[src/rtl/gpio_alt_pkg.sv]
package gpio_alt_pkg;
  localparam int ADDR_W = 3;
  localparam logic [ADDR_W-1:0] OFS_DIR     = 3'd0;
  localparam logic [ADDR_W-1:0] OFS_DATA    = 3'd1;
  localparam logic [ADDR_W-1:0] OFS_DIR_RB  = 3'd2;
  localparam logic [ADDR_W-1:0] OFS_DATA_RB = 3'd3;
  localparam logic [ADDR_W-1:0] OFS_PIN_RB  = 3'd4;
  localparam logic [ADDR_W-1:0] OFS_ODRAIN  = 3'd5;
  localparam logic [ADDR_W-1:0] OFS_ALTSEL  = 3'd6;
endpackage

[src/rtl/gpio_pin_sync.sv]
module gpio_pin_sync #(
  parameter int WIDTH  = 8,
  parameter int STAGES = 2
) (
  input  logic             clk,
  input  logic             rst,
  input  logic [WIDTH-1:0] d,
  output logic [WIDTH-1:0] q
);
  logic [WIDTH-1:0] stage_q [STAGES];

  always_ff @(posedge clk) begin
    if (rst) begin
      for (int i = 0; i < STAGES; i++) stage_q[i] <= '0;
    end else begin
      stage_q[0] <= d;
      for (int i = 1; i < STAGES; i++) stage_q[i] <= stage_q[i-1];
    end
  end

  assign q = stage_q[STAGES-1];
endmodule

[src/rtl/gpio_regfile.sv]
module gpio_regfile
  import gpio_alt_pkg::*;
#(
  parameter int WIDTH = 8
) (
  input  logic              clk,
  input  logic              rst,
  input  logic [ADDR_W-1:0] bus_addr,
  input  logic              bus_wr,
  input  logic [WIDTH-1:0]  bus_wdata,
  input  logic              bus_rd,
  output logic [WIDTH-1:0]  bus_rdata,
  input  logic [WIDTH-1:0]  pin_sync,
  output logic [WIDTH-1:0]  dir_q,
  output logic [WIDTH-1:0]  data_q,
  output logic [WIDTH-1:0]  od_q,
  output logic [WIDTH-1:0]  alt_q
);
  logic [WIDTH-1:0] rd_mux;

  always_ff @(posedge clk) begin
    if (rst) begin
      dir_q  <= '0;
      data_q <= '0;
      od_q   <= '0;
      alt_q  <= '0;
    end else if (bus_wr) begin
      case (bus_addr)
        OFS_DIR:    dir_q  <= bus_wdata;
        OFS_DATA:   data_q <= bus_wdata;
        OFS_ODRAIN: od_q   <= bus_wdata;
        OFS_ALTSEL: alt_q  <= bus_wdata;
        default:    ;
      endcase
    end
  end

  always_comb begin
    case (bus_addr)
      OFS_DIR_RB:  rd_mux = dir_q;
      OFS_DATA_RB: rd_mux = data_q;
      OFS_PIN_RB:  rd_mux = pin_sync;
      OFS_ODRAIN:  rd_mux = od_q;
      OFS_ALTSEL:  rd_mux = alt_q;
      default:     rd_mux = '0;
    endcase
  end

  always_ff @(posedge clk) begin
    if (rst)         bus_rdata <= '0;
    else if (bus_rd) bus_rdata <= rd_mux;
    else             bus_rdata <= '0;
  end
endmodule

[src/rtl/gpio_pin_drive.sv]
module gpio_pin_drive (
  input  logic clk,
  input  logic rst,
  input  logic dir_bit,
  input  logic data_bit,
  input  logic od_bit,
  input  logic alt_bit,
  input  logic alt_sig,
  output logic oe_q,
  output logic out_q
);
  logic src;
  logic drive;

  assign src   = alt_bit ? alt_sig : data_bit;
  assign drive = dir_bit | alt_bit;

  always_ff @(posedge clk) begin
    if (rst) begin
      oe_q  <= 1'b0;
      out_q <= 1'b0;
    end else begin
      oe_q  <= drive & (od_bit ? ~src : 1'b1);
      out_q <= src & ~od_bit;
    end
  end
endmodule

[src/rtl/gpio_alt_port.sv]
module gpio_alt_port
  import gpio_alt_pkg::*;
#(
  parameter int WIDTH       = 8,
  parameter int SYNC_STAGES = 2
) (
  input  logic              clk,
  input  logic              rst,
  input  logic [ADDR_W-1:0] bus_addr,
  input  logic              bus_wr,
  input  logic [WIDTH-1:0]  bus_wdata,
  input  logic              bus_rd,
  output logic [WIDTH-1:0]  bus_rdata,
  input  logic [WIDTH-1:0]  alt_in,
  input  logic [WIDTH-1:0]  pad_in,
  output logic [WIDTH-1:0]  pad_oe,
  output logic [WIDTH-1:0]  pad_out
);
  logic [WIDTH-1:0] pin_sync;
  logic [WIDTH-1:0] dir_q;
  logic [WIDTH-1:0] data_q;
  logic [WIDTH-1:0] od_q;
  logic [WIDTH-1:0] alt_q;

  gpio_pin_sync #(.WIDTH(WIDTH), .STAGES(SYNC_STAGES)) i_sync (
    .clk (clk),
    .rst (rst),
    .d   (pad_in),
    .q   (pin_sync)
  );

  gpio_regfile #(.WIDTH(WIDTH)) i_regs (
    .clk       (clk),
    .rst       (rst),
    .bus_addr  (bus_addr),
    .bus_wr    (bus_wr),
    .bus_wdata (bus_wdata),
    .bus_rd    (bus_rd),
    .bus_rdata (bus_rdata),
    .pin_sync  (pin_sync),
    .dir_q     (dir_q),
    .data_q    (data_q),
    .od_q      (od_q),
    .alt_q     (alt_q)
  );

  for (genvar n = 0; n < WIDTH; n++) begin : g_pin
    gpio_pin_drive i_drive (
      .clk      (clk),
      .rst      (rst),
      .dir_bit  (dir_q[n]),
      .data_bit (data_q[n]),
      .od_bit   (od_q[n]),
      .alt_bit  (alt_q[n]),
      .alt_sig  (alt_in[n]),
      .oe_q     (pad_oe[n]),
      .out_q    (pad_out[n])
    );
  end
endmodule

[config.mk]
export PLATFORM = sky130hd
export DESIGN_NAME = gpio_alt_port
export DESIGN_NICKNAME = d
export VERILOG_FILES = /design/src/rtl/gpio_alt_pkg.sv /design/src/rtl/gpio_pin_sync.sv /design/src/rtl/gpio_regfile.sv /design/src/rtl/gpio_pin_drive.sv /design/src/rtl/gpio_alt_port.sv
export SDC_FILE = /design/constraint.sdc
export NUM_CORES = 1
export LEC_CHECK = 0
export BUFFER_PORTS_ARGS = -buffer_cell sky130_fd_sc_hd__buf_2
export CAP_MARGIN = 30
export CORE_MARGIN = 2
export CORE_UTILIZATION = 55
export DETAILED_ROUTE_END_ITERATION = 7
export HOLD_SLACK_MARGIN = 0.02
export PLACE_DENSITY = 0.79
export SYNTH_ARGS = -nofsm -noshare
export SYNTH_HDL_FRONTEND = slang
export SYNTH_HIERARCHICAL = 1
export SYNTH_SLANG_ARGS = --single-unit
export TNS_END_PERCENT = 5
[constraint.sdc]
create_clock -name clk -period 1.6 [get_ports clk]
set_input_delay 0.32 -clock clk [delete_from_list [all_inputs] [get_ports clk]]
set_output_delay 0.32 -clock clk [all_outputs]
set_load 0.05 [all_outputs]
==> flow_metrics.tcl, run 1 <==
set metrics [dict create \
    rsz0062_at_grt "false" \
    path_class "input port to flop" \
    setup_viol 0 \
    layout.cells.non_filler 424 \
    grt_overflow 0 \
    vias 2342 \
    fp.dieH_microns 77.7 \
    drive_gt1_share_pct 31.4 \
    numPortBuffers 54 \
    ioPinCount 55 \
    clkSinkCount 72 \
    detailroute.wirelength.met2_mm 3.25 \
    maxSlewViolCount 0 \
    critPathLaunchType "input port" \
    leakage_nw 1.45 \
    area_growth_syn_to_layout_pct 16.9 \
    r2r-start "i_regs/od_q[0]$_SDFFE_PP0P_" \
    final_cell_area_sq_um 3490 \
    crit_fanout 12 \
    cp.arrival_ps 1550 \
    wl_met1_mm 2.49 \
    gp_congestion 0.801 \
    final_common_cell "dfxtp_1" \
    cts_tree "done" \
    clkTransAtPathRegs_ps 70 \
    powerDensity_nw_per_um2 1050 \
    nets 380 \
    fp-row-count 26 \
    fin_ws_ps 314 \
    outcome "finished, final reports clean" \
    hold_viol 0 \
    ys_seq_area_share_pct 48.3 \
    slew-limit-headroom_pct 53.3 \
    n_antenna_cell 0 \
    ys_seq_elements 72 \
    crit_required_ps 1860 \
    initial_utilization_pct 57.7 \
    post_cts_buffers 0 \
    whs_path_depth 2 \
    totalWireLength_mm 6.21 \
    die-area_sq_um 6030 \
    reg2reg_depth 3 \
    wl_met3_microns 342 \
    drt_first_pass_iters 4 \
    fmax_mhz 778 \
    place_area_sq_um 3270 \
    hpwl_mm 4.37 \
    finalCritPeriodShare_pct 80.4 \
    hold_path_class "input port to flop" \
    antenna_left 0 \
    cts.hold.buffers_added 0 \
    end_kind "flop" \
    antenna_found_initial 0 \
    postCtsResizedCells 0 \
    worstSetupEndpoint "i_regs/bus_rdata[1]$_SDFF_PP0_" \
    ff2ff_setup_slack_ps 550 \
    die_x_microns 77.7 \
    final_util_pct 67.4 \
    reg2reg_to "i_regs/bus_rdata[0]$_SDFF_PP0_" \
    root_buffer "clkbuf_8" \
    track_usage_pct 22.2 \
    pre_cts_slack_ps -1.98 \
    drt_iter0_drc 94 \
    avgSynthCellArea_sq_um 9.88 \
    cap_violations 0 \
    wl_per_cell_microns 14.6 \
    cts-htree-levels 3 \
    worst_pin_slew_ps 699 \
    worst_clock_skew_ps 5.37 \
    dr.max_layer_used "met4" \
    dpl.cell_count 408 \
    cts_buffers 9 \
    grt_pass1_wl_mm 10.3 \
    finalHoldWorstSlack_ps 181 \
    period_needed_ps 1290 \
    clk_latency_ps 340 \
    yosysTopAreaCellShare_pct 48.3 \
    synth_warnings 6 \
    synth_nets 333 \
    grt_max_degree 35 \
    synth_area_leaders "dfxtp_1, nand2_1, a21oi_1" \
    startpoint "bus_addr[0]" \
    synthesis.area_sq_um 2980 \
    yosysUniqueCellTypes 31 \
    grt_pass1_vias 2248 \
    ir_drop_mv 0.892 \
    core-area_sq_um 5170 \
    clockBufferDepth 2 \
    final_cell_mix "dfxtp_1, buf_2, nand2_1" \
    synth_cells 302 \
    vias_per_cell 5.52 \
    synth_top_area_cell "dfxtp_1" \
    drc 0 \
]
through the flow:
step                      setup TNS (ps)  power (W)
after detailed placement           -3.11    0.00219
after floorplan                        0    0.00209
final                                  0    0.00366
after global placement                 0    0.00218
after CTS                              0    0.00370
after global routing                   0    0.00379
report_power, final:
part | switching (W) | leakage (nW) | internal, W
clock network | 0.000620 | 0.113 | 0.000888
registers | 0.0000277 | 0.585 | 0.00184
logic | 0.000165 | 0.755 | 0.000117
total | 0.000813 | 1.45 | 0.00284
routing by layer:
layer  up-vias  GRT usage, %
met4         0          10.5
li1       1140             -
met1      1119          24.3
met3        14          7.91
met2        69          38.2
met5         -             0
cells by family (layout without fill, tap and decap cells):
kind of cell	after synthesis	after routing	synth area share, %
AOI/OAI and AO/OA	73	73	14.7
muxes	24	24	8.39
buffers and inverters	27	79	5.79
DFF	72	72	48.3
and+or+nand+nor	106	106	22.8
state kept, by name (all words and copies together) (netlist names):
name	cells
i_sync/stage_q	16
g_pin.i_drive/oe_q	8
g_pin.i_drive/out_q	8
i_regs/alt_q	8
i_regs/bus_rdata	8
i_regs/data_q	8
i_regs/dir_q	8
i_regs/od_q	8
synthesized netlist by cell type:
library cell	n
a22oi_1	8
nor3_2	8
o2111ai_1	1
nor3b_2	1
and2b_2	6
o21ai_0	8
nand4b_2	1
or4b_4	1
a31oi_1	8
and4b_1	2
nor2_1	8
nor2b_2	7
mux2i_1	16
a21oi_1	32
nand4b_1	1
buf_6	4
nand2_1	48
nand3_1	1
buf_4	10
clkbuf_1	7
nor2b_1	4
o21a_1	8
and4bb_2	1
nor4b_4	1
mux2_2	8
buf_1	2
inv_1	1
dfxtp_1	72
buf_2	3
a21boi_0	8
and3b_1	16
cell type report:
| type | instances | area (sq um) |
|---|---|---|
| fill | 401 | 1680 |
| sequential | 72 | 1440 |
| multi-input combinational | 203 | 1370 |
| timing repair buffer | 62 | 368 |
| clock buffer | 14 | 183 |
| tap | 70 | 87.6 |
| clock inverter | 2 | 35.0 |
| inverter | 1 | 3.75 |
worst max-delay path, stage by stage:
cell     delay, ps
buf_2          160
buf_4          190
nor3b_2        500
a22oi_1        190
a21oi_1        190
how the worst min path moves through the flow:
stage          slack [ps]                             from                           endpoint
3_3_place_gp          420  i_sync/stage_q[0][4]$_SDFF_PP0_   i_sync/stage_q[0][12]$_SDFF_PP0_
6_report              180                        pad_in[5]    i_sync/stage_q[0][5]$_SDFF_PP0_
5_1_grt               170                        pad_in[5]    i_sync/stage_q[0][5]$_SDFF_PP0_
3_5_place_dp          430  i_sync/stage_q[0][3]$_SDFF_PP0_   i_sync/stage_q[0][11]$_SDFF_PP0_
2_1_floorplan         390                              rst  g_pin[0].i_drive/out_q$_SDFF_PP0_
4_1_cts               170                        pad_in[5]    i_sync/stage_q[0][5]$_SDFF_PP0_
No activity file was read; power rests on OpenSTA's default activity.
==> inputs of run 2 (changes only) <==
--- a/config.mk
+++ b/config.mk
@@ -8,10 +8,10 @@
 export BUFFER_PORTS_ARGS = -buffer_cell sky130_fd_sc_hd__buf_2
 export CAP_MARGIN = 30
 export CORE_MARGIN = 2
-export CORE_UTILIZATION = 55
+export CORE_UTILIZATION = 49
 export DETAILED_ROUTE_END_ITERATION = 7
 export HOLD_SLACK_MARGIN = 0.02
-export PLACE_DENSITY = 0.79
+export PLACE_DENSITY = 0.74
 export SYNTH_ARGS = -nofsm -noshare
 export SYNTH_HDL_FRONTEND = slang
 export SYNTH_HIERARCHICAL = 1
==> constraint.sdc (replaced) <==
create_clock -name clk -period 1.11 [get_ports clk]
set_input_delay 0.222 -clock clk [delete_from_list [all_inputs] [get_ports clk]]
set_output_delay 0.222 -clock clk [all_outputs]
set_load 0.05 [all_outputs]
==> flow_metrics.tcl, run 2 (synthesis gave the netlist of run 1 again) <==
set metrics [dict create \
    powerDensity_nw_per_um2 1370 \
    antenna_found_initial 0 \
    crit_family "flip-flops" \
    numPortBuffers 54 \
    totalWireLength_mm 6.75 \
    crit_fanout 1 \
    wl_per_cell_microns 14.9 \
    n_antenna_cell 0 \
    maxSlewViolCount 0 \
    vias 2413 \
    cap_violations 0 \
    largest_reg_flops 16 \
    slew-limit-headroom_pct 63.6 \
    layout.cells.non_filler 454 \
    antenna_left 0 \
    dpl.cell_count 438 \
    grt_overflow 0 \
    cts.hold.buffers_added 0 \
    ir_drop_mv 0.889 \
    finalHoldWorstSlack_ps 75.8 \
    ff2ff_setup_slack_ps 100 \
    drt_iter0_drc 99 \
    drt_first_pass_iters 4 \
    critical-path-max-stage-delay_ps 320 \
    fp-row-count 28 \
    cts_tree "done" \
    ioPinCount 55 \
    drive_gt1_share_pct 35.4 \
    drc 0 \
    core-area_sq_um 5920 \
    final_cell_mix "dfxtp_1, nand2_1, buf_4" \
    setup_tns_ps 0 \
    initial_utilization_pct 50.4 \
    largest_register "i_sync/stage_q" \
    nFillCells 496 \
    postCtsResizedCells 24 \
    fmax_mhz 926 \
    cp_slowest_cell "dfxtp_1" \
    cp.arrival_ps 860 \
    nets 405 \
    crit_required_ps 890 \
    cts-htree-levels 3 \
    track_usage_pct 21.7 \
    leakage_nw 1.56 \
    hold_viol 0 \
    fp.dieH_microns 82.0 \
    worst_clock_skew_ps 6.43 \
    clkTransAtPathRegs_ps 70 \
    hpwl_mm 4.87 \
    path_class "flop to primary output" \
    outcome "finished, final reports clean" \
    clockBufferDepth 2 \
    hold_path_class "input port to flop" \
    die_x_microns 82.0 \
    finalCritPeriodShare_pct 97.3 \
    cp_cell_sequence "buf_4" \
    gp_congestion 0.807 \
    grt_pass1_vias 2333 \
    rsz0062_at_grt "false" \
    critPathLaunchType "flop" \
    pre_cts_slack_ps -196 \
    end_kind "primary output" \
    path_buf_inv 1 \
    post_cts_buffers 0 \
    setup_viol 0 \
    fin_ws_ps 29.7 \
    vias_per_cell 5.31 \
    root_buffer "clkbuf_8" \
    final_common_cell "dfxtp_1" \
    period_needed_ps 1080 \
    grt_max_degree 40 \
    grt_pass1_wl_mm 10.8 \
    die-area_sq_um 6730 \
    clkSinkCount 72 \
    worst_pin_slew_ps 545 \
    cts_buffers 9 \
    finalPower_w 0.00512 \
    area_growth_syn_to_layout_pct 25.5 \
    clk_latency_ps 350 \
]
-- run 2: changes by cell type in the layout (fill, tap and decap cells not counted) --
cell and change:
clkbuf_1 +2, clkinv_2 +2, buf_4 +38, buf_6 +11
clkbuf_8 -4, buf_2 -24
-- run 2: worst paths after layout --
check                                                       from  depth (start not counted)                         endpoint
worst max register to register     i_regs/data_q[6]$_SDFFE_PP0P_                          3   i_regs/bus_rdata[6]$_SDFF_PP0_
worst min-delay path                                   pad_in[5]                          2  i_sync/stage_q[0][5]$_SDFF_PP0_
worst min register to register   i_sync/stage_q[0][0]$_SDFF_PP0_                          1  i_sync/stage_q[0][8]$_SDFF_PP0_
worst max-delay path            g_pin[1].i_drive/oe_q$_SDFF_PP0_                          1                        pad_oe[1]
-- run 2: power breakdown --
part / switching (W) / internal (W) / total (W)
logic: 0.000252 / 0.000225 / 0.000477
clock network: 0.000919 / 0.00103 / 0.00195
registers: 0.0000422 / 0.00265 / 0.00269
-- run 2: cell type report --
cell class | count | area (sq um) | share of cell area [%]
Sequential cell | 72 | 1440 | 38.5
Multi-Input combinational cell | 203 | 1370 | 36.6
Timing Repair Buffer | 87 | 657 | 17.5
Clock buffer | 12 | 135 | 3.61
Tap cell | 75 | 93.8 | 2.51
Clock inverter | 4 | 45.0 | 1.20
Inverter | 1 | 3.75 | 0.100
-- run 2: per-layer routing --
metal	global-route usage (%)	part of all wire, %	up-vias
li1	-	-	1192
met1	24.1	41	1149
met2	39.1	53	61
met3	5.60	4.5	11
met4	9.17	1.6	0
met5	0	0	-
-- run 2: through the flow --
stage | instance area [sq um] | util, %
finish | 3750 | 63.3
global placement | 3460 | 58.5
floorplan | 2990 | -
detailed placement | 3460 | 58.5
global route | 3750 | 63.3
CTS | 3700 | 62.6
